<file path="src/rtl/multirep_addsub_pkg.sv">
package multirep_addsub_pkg;

  typedef enum logic [1:0] {
    FMT_UNS  = 2'd0,
    FMT_SMAG = 2'd1,
    FMT_ONES = 2'd2,
    FMT_TWOS = 2'd3
  } fmt_e;

  typedef enum logic [1:0] {
    OPC_ADD = 2'd0,
    OPC_SUB = 2'd1,
    OPC_NEG = 2'd2,
    OPC_ALT = 2'd3
  } opc_e;

  // parity of three inputs
  function automatic logic bit_sum(input logic x, input logic y, input logic ci);
    return x ^ y ^ ci;
  endfunction

  // 2-of-3 majority
  function automatic logic bit_carry(input logic x, input logic y, input logic ci);
    return (x & y) | (x & ci) | (y & ci);
  endfunction

endpackage

</file>
<file path="src/rtl/fa_cell.sv">
module fa_cell
  import multirep_addsub_pkg::*;
(
  input  logic x,
  input  logic y,
  input  logic ci,
  output logic s,
  output logic co
);
  assign s  = bit_sum(x, y, ci);
  assign co = bit_carry(x, y, ci);
endmodule

</file>
<file path="src/rtl/ripple_chain.sv">
module ripple_chain #(
  parameter int N = 4
) (
  input  logic [N-1:0] x,
  input  logic [N-1:0] y,
  input  logic         ci,
  output logic [N-1:0] s,
  output logic [N-1:0] co
);
  logic [N:0] link;
  assign link[0] = ci;

  for (genvar i = 0; i < N; i++) begin : g_bit
    fa_cell u_fa (
      .x  (x[i]),
      .y  (y[i]),
      .ci (link[i]),
      .s  (s[i]),
      .co (link[i+1])
    );
  end

  assign co = link[N:1];
endmodule

</file>
<file path="src/rtl/smag_unit.sv">
module smag_unit #(
  parameter int W = 4
) (
  input  logic         sx,
  input  logic         sy,
  input  logic [W-2:0] mx,
  input  logic [W-2:0] my,
  output logic [W-1:0] res,
  output logic         ovf
);
  localparam int MW = W - 1;

  logic          same_sign;
  logic [MW-1:0] m_sum, m_co, m_flip, f_co, y_in;
  logic          x_ge_y, diff_zero;

  assign same_sign = (sx == sy);
  assign y_in      = same_sign ? my : ~my;

  // add magnitudes, or subtract my from mx when signs differ
  ripple_chain #(.N(MW)) u_mag (
    .x  (mx),
    .y  (y_in),
    .ci (~same_sign),
    .s  (m_sum),
    .co (m_co)
  );

  // two's negate of the difference for the case my > mx
  ripple_chain #(.N(MW)) u_flip (
    .x  (~m_sum),
    .y  ({MW{1'b0}}),
    .ci (1'b1),
    .s  (m_flip),
    .co (f_co)
  );

  assign x_ge_y    = m_co[MW-1];
  assign diff_zero = (m_sum == '0);

  always_comb begin
    ovf = 1'b0;
    if (same_sign) begin
      res = {sx, m_sum};
      ovf = m_co[MW-1];
    end else if (x_ge_y && diff_zero) begin
      res = '0;
    end else if (x_ge_y) begin
      res = {sx, m_sum};
    end else begin
      res = {sy, m_flip};
    end
  end

  logic unused_flip;
  assign unused_flip = ^{f_co, m_co[MW-1:0]};
endmodule

</file>
<file path="src/rtl/multirep_addsub.sv">
module multirep_addsub
  import multirep_addsub_pkg::*;
#(
  parameter int W = 4
) (
  input  logic [W-1:0] op_a,
  input  logic [W-1:0] op_b,
  input  logic [1:0]   op,
  input  logic [1:0]   rep,
  output logic [W-1:0] result,
  output logic         ovf
);
  localparam int MSB = W - 1;

  fmt_e fmt;
  opc_e opc;
  assign fmt = fmt_e'(rep);
  assign opc = opc_e'(op);

  logic is_neg, do_inv;
  assign is_neg = (opc == OPC_NEG);
  assign do_inv = (opc == OPC_SUB) || is_neg;

  // operand routing: negate is 0 - A
  logic [W-1:0] lhs, rhs, rhs_in;
  assign lhs    = is_neg ? '0 : op_a;
  assign rhs    = is_neg ? op_a : op_b;
  assign rhs_in = do_inv ? ~rhs : rhs;

  // first pass of the main chain
  logic [W-1:0] pass1_s, pass1_c;
  logic         pass1_ci;
  assign pass1_ci = do_inv && (fmt != FMT_ONES);

  ripple_chain #(.N(W)) u_pass1 (
    .x  (lhs),
    .y  (rhs_in),
    .ci (pass1_ci),
    .s  (pass1_s),
    .co (pass1_c)
  );

  // second pass adds the end-around carry (ones' complement only)
  logic         wrap_ci;
  logic [W-1:0] pass2_s, pass2_c;
  assign wrap_ci = (fmt == FMT_ONES) && pass1_c[MSB];

  ripple_chain #(.N(W)) u_pass2 (
    .x  (pass1_s),
    .y  ({W{1'b0}}),
    .ci (wrap_ci),
    .s  (pass2_s),
    .co (pass2_c)
  );

  // effective carries across both passes, brought out for the checker
  logic [W-1:0] car_eff;
  logic         car_top, car_below;
  assign car_eff   = pass1_c | pass2_c;
  assign car_top   = car_eff[MSB];
  assign car_below = car_eff[MSB-1];

  // sign-and-magnitude path
  logic [W-1:0] sm_res;
  logic         sm_ovf;
  smag_unit #(.W(W)) u_smag (
    .sx  (op_a[MSB]),
    .sy  (op_b[MSB] ^ (opc == OPC_SUB)),
    .mx  (op_a[MSB-1:0]),
    .my  (op_b[MSB-1:0]),
    .res (sm_res),
    .ovf (sm_ovf)
  );

  always_comb begin
    result = pass2_s;
    ovf    = 1'b0;
    unique case (fmt)
      FMT_UNS:  ovf = do_inv ? ~pass1_c[MSB] : pass1_c[MSB];
      FMT_ONES,
      FMT_TWOS: ovf = car_top ^ car_below;
      FMT_SMAG: begin
        if (is_neg) begin
          result = {~op_a[MSB], op_a[MSB-1:0]};
        end else begin
          result = sm_res;
          ovf    = sm_ovf;
        end
      end
      default: ;
    endcase
  end
endmodule

</file>
<file path="config.mk">
export PLATFORM = sky130hd
export DESIGN_NAME = multirep_addsub
export DESIGN_NICKNAME = d
export VERILOG_FILES = /design/src/rtl/multirep_addsub_pkg.sv /design/src/rtl/fa_cell.sv /design/src/rtl/ripple_chain.sv /design/src/rtl/smag_unit.sv /design/src/rtl/multirep_addsub.sv
export SDC_FILE = /design/constraint.sdc
export NUM_CORES = 1
export LEC_CHECK = 0
export ABC_AREA = 1
export BUFFER_PORTS_ARGS = -buffer_cell sky130_fd_sc_hd__buf_2
export CAP_MARGIN = 20
export CORE_UTILIZATION = 52
export DETAILED_ROUTE_END_ITERATION = 12
export PLACE_DENSITY = 0.81
export SETUP_SLACK_MARGIN = 0.15
export SYNTH_ARGS = -nofsm -noshare
export SYNTH_HDL_FRONTEND = slang
export SYNTH_SLANG_ARGS = --single-unit
</file>
<file path="constraint.sdc">
create_clock -name vclk -period 3.4
set_clock_uncertainty 0.1 [all_clocks]
set_input_delay 0.17 -clock vclk [all_inputs]
set_output_delay 0.17 -clock vclk [all_outputs]
set_load 0.05 [all_outputs]
</file>
==> flow_metrics.py, run 1 <==
metrics = {
    "synth": {
        "synth_area_leaders": "fa_1 16%, nand2_1 16%, ha_1 15%, inv_1 11%, xor2_1 7.2%",
        "ys_seq_area_frac": 0,
        "syn_inst": 116,
        "synth.distinct_cells": 21,
        "synth_top_area_share": 0.1644,
        "syn_area_um2": 730.7,
        "syn_area_per_cell_um2": 6.299,
        "synth-simple-area-share": 0.3219,
        "synth_area_leader_cell": "fa_1",
        "synth_nets": 143,
        "synth_warnings": 0,
        "yosysMostFrequentCell": "nand2_1",
        "synth_compound_area_frac": 0.1301,
        "synth_adder_area_share": 0.3185,
        "synth_common_cells": "32 x nand2_1, 21 x inv_1, 9 x ha_1",
        "synth_top_family_by_area": "simple AND/OR/NAND/NOR gates",
        "synth_mux_area_frac": 0,
        "synth_xor_area_frac": 0.07192,
    },
    "clocking": {
        "hold_buffers": 0,
    },
    "placed_design": {
        "dpl.cell_count": 161,
        "portBuffers": 17,
        "dp_hpwl_mm": 1.714,
        "routabilityCongestion": 0.8224,
        "dpl_cell_area_um2": 1067,
    },
    "die": {
        "chipHeight_um": 39.49,
        "dieWidth_um": 39.49,
        "pin_count": 17,
        "fp-row-count": 13,
        "initial_core_util": 0.5615,
    },
    "global_routing": {
        "antenna_found_initial": 0,
        "grt_max_degree": 9,
    },
    "timing": {
        "worstEndpointType": "primary output",
        "crit_endpoint": "ovf",
    },
    "status": {
        "error_line": "[ERROR DPL-0033] detailed placement checks failed during check placement.",
        "haltStage": "global routing (5_1_grt)",
        "status": "did not finish",
    },
}
[timing repair]
action,CTS
pin swaps,5
setup buffers,2
gates resized for setup,17
endpoints found under the setup margin,5
cloned,0
[through the flow]
step | hold WS [ns] | worst slack [ns]
after CTS | 0.7955 | -0.2953
after floorplan | 0.4831 | -0.05810
after global placement | 0.8405 | -0.4651
after detailed placement | 0.8356 | -0.5260
[logic make-up after synthesis]
| kind of cell | Yosys count |
|---|---|
| buffers and inverters | 27 |
| adders and majority gates | 15 |
| xor gates and xnor gates | 6 |
| and+or+nand+nor | 51 |
| AOI/OAI and AO/OA | 17 |
==> run 2: changes to the inputs <==
CORE_AREA = 2 2 63 65   (was unset)
CORE_UTILIZATION = unset   (was 52)
DIE_AREA = 0 0 65 67   (was unset)
PLACE_DENSITY = unset   (was 0.81)
PLACE_DENSITY_LB_ADDON = 0.15   (was unset)
SETUP_SLACK_MARGIN = unset   (was 0.15)
clock period = 4.4 ns   (was 3.4 ns; I/O delays follow)
==> flow_metrics.py, run 2 <==
metrics = {
    "status": {
        "status": "completed",
    },
    "die": {
        "chipHeight_um": 67,
        "fp-row-count": 22,
        "coreArea_um2": 3606,
        "pin_count": 17,
        "initial_core_util": 0.2026,
        "die_area_um2": 4355,
        "dieWidth_um": 65,
    },
    "worst_setup_path": {
        "startpoint_type": "input port",
        "path_buf_inv": 6,
        "cp_slowest_cell": "fa_1",
        "slowest_delay_ns": 0.42,
        "critPathCaptureType": "output port",
        "crit_family": "adder cells",
        "arrival_ns": 3.84,
        "worstSetupPathType": "input port to output port",
        "cp_max_fo": 5,
        "cp_cell_sequence": "buf_2 > inv_1 > ha_2 > inv_1 > o21ai_0 > fa_1 > fa_1 > inv_1 > fa_1 > inv_1 > fa_1 > nor3_2 > ha_1 > ha_1 > ha_1 > ha_1 > nor2_1 > a21oi_1 > o21ai_0 > nand3_1 > buf_4",
        "required_ns": 4.08,
    },
    "timing": {
        "min_period_ns": 4.163,
        "hold_ws_ns": 0.8496,
        "slew_violations": 0,
        "fin_crit_sh": 0.9461,
        "max_freq_mhz": 240.2,
        "relSlewSlack": 0.8190,
        "finalSetupViolations": 0,
        "finalHoldViolCount": 0,
        "tightest_slew_ns": 0.2687,
    },
    "finish": {
        "final_common_cell": "nand2_1",
        "fin_nets": 161,
        "regArea_um2": 0,
        "nClkBuffers": 0,
        "stdcell_count": 180,
        "drive_gt1_frac": 0.2424,
        "fin_area_um2": 877.1,
        "mostFrequentLayoutCells": "32 x nand2_1, 21 x inv_1, 16 x buf_2",
        "synthToLayoutAreaGrowth_pct": 20.03,
        "diodes": 0,
        "design.seq.count": 0,
    },
    "synth": {
        "synth_area_leader_cell": "fa_1",
        "ys_seq_area_frac": 0,
        "synth_adder_area_share": 0.3185,
        "synth_warnings": 0,
        "synth-simple-area-share": 0.3219,
        "synth_nets": 143,
        "synth_area_leaders": "fa_1 16%, nand2_1 16%, ha_1 15%, inv_1 11%, xor2_1 7.2%",
        "synth_mux_area_frac": 0,
        "synth.distinct_cells": 21,
        "synth_compound_area_frac": 0.1301,
        "synth_xor_area_frac": 0.07192,
        "synth_top_area_share": 0.1644,
        "synth_common_cells": "32 x nand2_1, 21 x inv_1, 9 x ha_1",
        "syn_area_per_cell_um2": 6.299,
        "syn_inst": 116,
        "syn_area_um2": 730.7,
        "synth_top_family_by_area": "simple AND/OR/NAND/NOR gates",
        "yosysMostFrequentCell": "nand2_1",
    },
    "hold_path": {
        "hp-class": "input port to output port",
    },
    "pwr": {
        "powerDensity_nw_per_um2": 274.7,
        "p_sw_frac": 0.6730,
        "seq_power_share": 0,
        "power.share.clock": 0,
        "power_frac_comb": 1.000,
        "leakagePower_uw": 0.0004989,
        "p_sw_uw": 162.1,
        "finalPower_uw": 240.9,
        "peakVddDrop_uv": 41.04,
        "internal_power_uw": 78.78,
    },
    "global_routing": {
        "grt_pass1_vias": 708,
        "grt_pass1_wl_mm": 3.056,
        "grt_max_degree": 10,
        "grt_overflow": 0,
        "antenna_found_initial": 0,
        "track_usage": 0.08583,
    },
    "clocking": {
        "postCtsSetupBuffers": 0,
        "hold_buffers": 0,
        "cts_resized": 0,
    },
    "drt": {
        "vias": 742,
        "first_pass_iters": 4,
        "detail-route-antenna-nets": 0,
        "vias_per_cell": 4.122,
        "totalWireLength_mm": 1.781,
        "routedWlPerCell_um": 9.894,
        "remaining_drc_errors": 0,
        "drt_iter0_drc": 5,
    },
    "placed_design": {
        "dpl_cell_area_um2": 867.1,
        "dpl.cell_count": 180,
        "routabilityCongestion": 0.8080,
        "dp_hpwl_mm": 1.626,
        "portBuffers": 17,
    },
    "run": {
        "cap_violations": 0,
    },
}
## run 2: cell counts after synthesis
Identical to the previous run, type by type.
## run 2: final cells by class
class | instances | area, um^2
Fill cell | 425 | 2729
Timing Repair Buffer | 18 | 95.09
Multi-Input combinational cell | 89 | 623.1
Tap cell | 48 | 60.06
Inverter | 25 | 98.84
## run 2: per-stage QoR
stage / setup TNS, ns / utilization / worst slack [ns]
floorplan: 0 / - / 0.4011
global placement: 0 / 0.2405 / 0.1407
detailed placement: 0 / 0.2405 / 0.1226
CTS: 0 / 0.2405 / 0.08873
global route: -0.01174 / 0.2432 / -0.01174
finish: 0 / 0.2432 / 0.2373
## run 2: logic make-up after synthesis
logic type / Yosys count
buf+inv: 27
simple gates: 51
xor+xnor: 6
compound gates: 17
fa+ha+maj: 15
## run 2: routing by layer
layer  track usage  part of all wire
met3             0             0.012
met1        0.1069              0.45
met2        0.1740              0.54
met4             0                 0
met5             0                 0
## run 2: final timing paths
path | startpoint | to | slack (ns) | cells after the start
max | op[0] | ovf | 0.24 | 21
min | rep[1] | result[1] | 0.85 | 5
## run 2: power by group through the flow
stage	combinational, uW	clock, uW	sequential [uW]
final	241	0	0
after global routing	274	0	0
after CTS	243	0	0
after detailed placement	242	0	0
after global placement	245	0	0
after floorplan	186	0	0
No activity file was read; power rests on OpenSTA's default activity.
==> run 3: changes to the inputs <==
PLACE_DENSITY_LB_ADDON = unset   (was 0.15)
==> flow_metrics.py, run 3 (synthesized netlist as in run 2, its figures left out) <==
metrics = {
    "worst_setup_path": {
        "critPathCaptureType": "output port",
        "arrival_ns": 3.78,
        "worstSetupPathType": "input port to output port",
        "slowest_delay_ns": 0.39,
        "critPathLaunch": "op[0]",
        "startpoint_type": "input port",
        "cp_max_fo": 5,
        "crit_family": "adder cells",
        "required_ns": 4.08,
        "path_buf_inv": 6,
        "cp_cell_sequence": "buf_2 > inv_1 > ha_2 > inv_1 > o21ai_0 > fa_1 > fa_1 > inv_1 > fa_1 > inv_1 > fa_2 > nor3_2 > ha_1 > ha_1 > ha_1 > ha_1 > nor2_1 > a21oi_1 > o21ai_0 > nand3_1 > buf_4",
        "cp_slowest_cell": "fa_1",
    },
    "finish": {
        "drive_gt1_frac": 0.2500,
        "design.seq.count": 0,
        "regArea_um2": 0,
        "mostFrequentLayoutCells": "32 x nand2_1, 21 x inv_1, 16 x buf_2",
        "synthToLayoutAreaGrowth_pct": 20.38,
        "diodes": 0,
        "fill_cells": 407,
        "post-route-util": 0.2439,
        "nClkBuffers": 0,
        "final_common_cell": "nand2_1",
        "fin_nets": 161,
    },
    "drt": {
        "vias_per_cell": 3.983,
        "vias": 717,
        "first_pass_iters": 4,
        "routedWlPerCell_um": 9.122,
        "remaining_drc_errors": 0,
        "totalWireLength_mm": 1.642,
        "drt_iter0_drc": 6,
        "detail-route-antenna-nets": 0,
    },
    "placed_design": {
        "dp_hpwl_mm": 1.453,
        "portBuffers": 17,
        "routabilityCongestion": 0.7701,
        "pre_cts_ws_ns": 0.1094,
    },
    "timing": {
        "tightest_slew_ns": 0.2353,
        "max_freq_mhz": 243.8,
        "fin_ws_ns": 0.2977,
        "relSlewSlack": 0.8415,
        "rsz0062_at_grt": "false",
        "min_period_ns": 4.102,
        "tns_ns": 0,
        "finalHoldViolCount": 0,
        "slew_violations": 0,
        "hold_ws_ns": 0.8455,
        "fin_crit_sh": 0.9323,
        "finalSetupViolations": 0,
    },
    "die": {
        "dieWidth_um": 65,
        "die_area_um2": 4355,
        "chipHeight_um": 67,
        "initial_core_util": 0.2026,
        "pin_count": 17,
        "fp-row-count": 22,
        "coreArea_um2": 3606,
    },
    "global_routing": {
        "use_met3": 0.006757,
        "grt_pass1_wl_mm": 2.787,
        "grt_overflow": 0,
        "grt_pass1_vias": 701,
        "met1_usage": 0.1110,
        "track_usage": 0.07731,
        "busiest_layer": "met2",
        "grt_max_degree": 10,
        "grtUsageMet2": 0.1327,
        "antenna_found_initial": 0,
    },
    "status": {
        "status": "completed",
    },
    "pwr": {
        "internal_power_uw": 78.36,
        "p_sw_uw": 160.6,
        "peakVddDrop_uv": 104.8,
        "p_sw_frac": 0.6720,
        "powerDensity_nw_per_um2": 271.6,
        "seq_power_share": 0,
        "power_frac_comb": 1.000,
        "leakagePower_uw": 0.0004983,
        "power.share.clock": 0,
    },
    "hold_path": {
        "hp-class": "input port to output port",
        "hp-start": "rep[1]",
    },
    "clocking": {
        "hold_buffers": 0,
        "cts_resized": 0,
        "postCtsSetupBuffers": 0,
    },
    "run": {
        "cap_violations": 0,
    },
}
==> run 3: cell counts in the layout (fill, tap and decap cells not counted) <==
Identical to the previous run, type by type.
==> run 3: worst min-delay path, cell delays in order <==
cell	delay [ns]
buf_2	0.10
nor2_2	0.05
nor2_1	0.10
a21oi_2	0.04
buf_2	0.20
==> run 3: final timing paths <==
| path | end | cells past startpoint | slack [ns] |
|---|---|---|---|
| setup / recovery | ovf | 21 | 0.30 |
| hold / removal | result[1] | 5 | 0.85 |
==> run 3: through the flow <==
stage	cells	cell area, um^2	total power [uW]
after floorplan	116	730.7	186.5
after global placement	180	867.1	234.5
after detailed placement	180	867.1	238.0
after CTS	180	867.1	238.6
after global routing	180	879.6	270.8
final	180	879.6	238.9
==> run 3: routing by layer <==
layer  wire length [um]  share of wire
met1                850           0.52
met2                732           0.45
met3                 60          0.037
met4                  0              0
met5                  0              0
==> run 3: power groups by stage <==
stage | clock network (uW) | registers, uW | logic, uW
2_1_floorplan | 0 | 0 | 186
3_3_place_gp | 0 | 0 | 234
3_5_place_dp | 0 | 0 | 238
4_1_cts | 0 | 0 | 239
5_1_grt | 0 | 0 | 271
6_report | 0 | 0 | 239
==> run 3: layout make-up <==
cell class,instances,area (um^2),share of cell area
inverter,25,98.84,0.1124
multi-input combinational,89,625.6,0.7112
timing repair buffer,18,95.09,0.1081
tap,48,60.06,0.06828
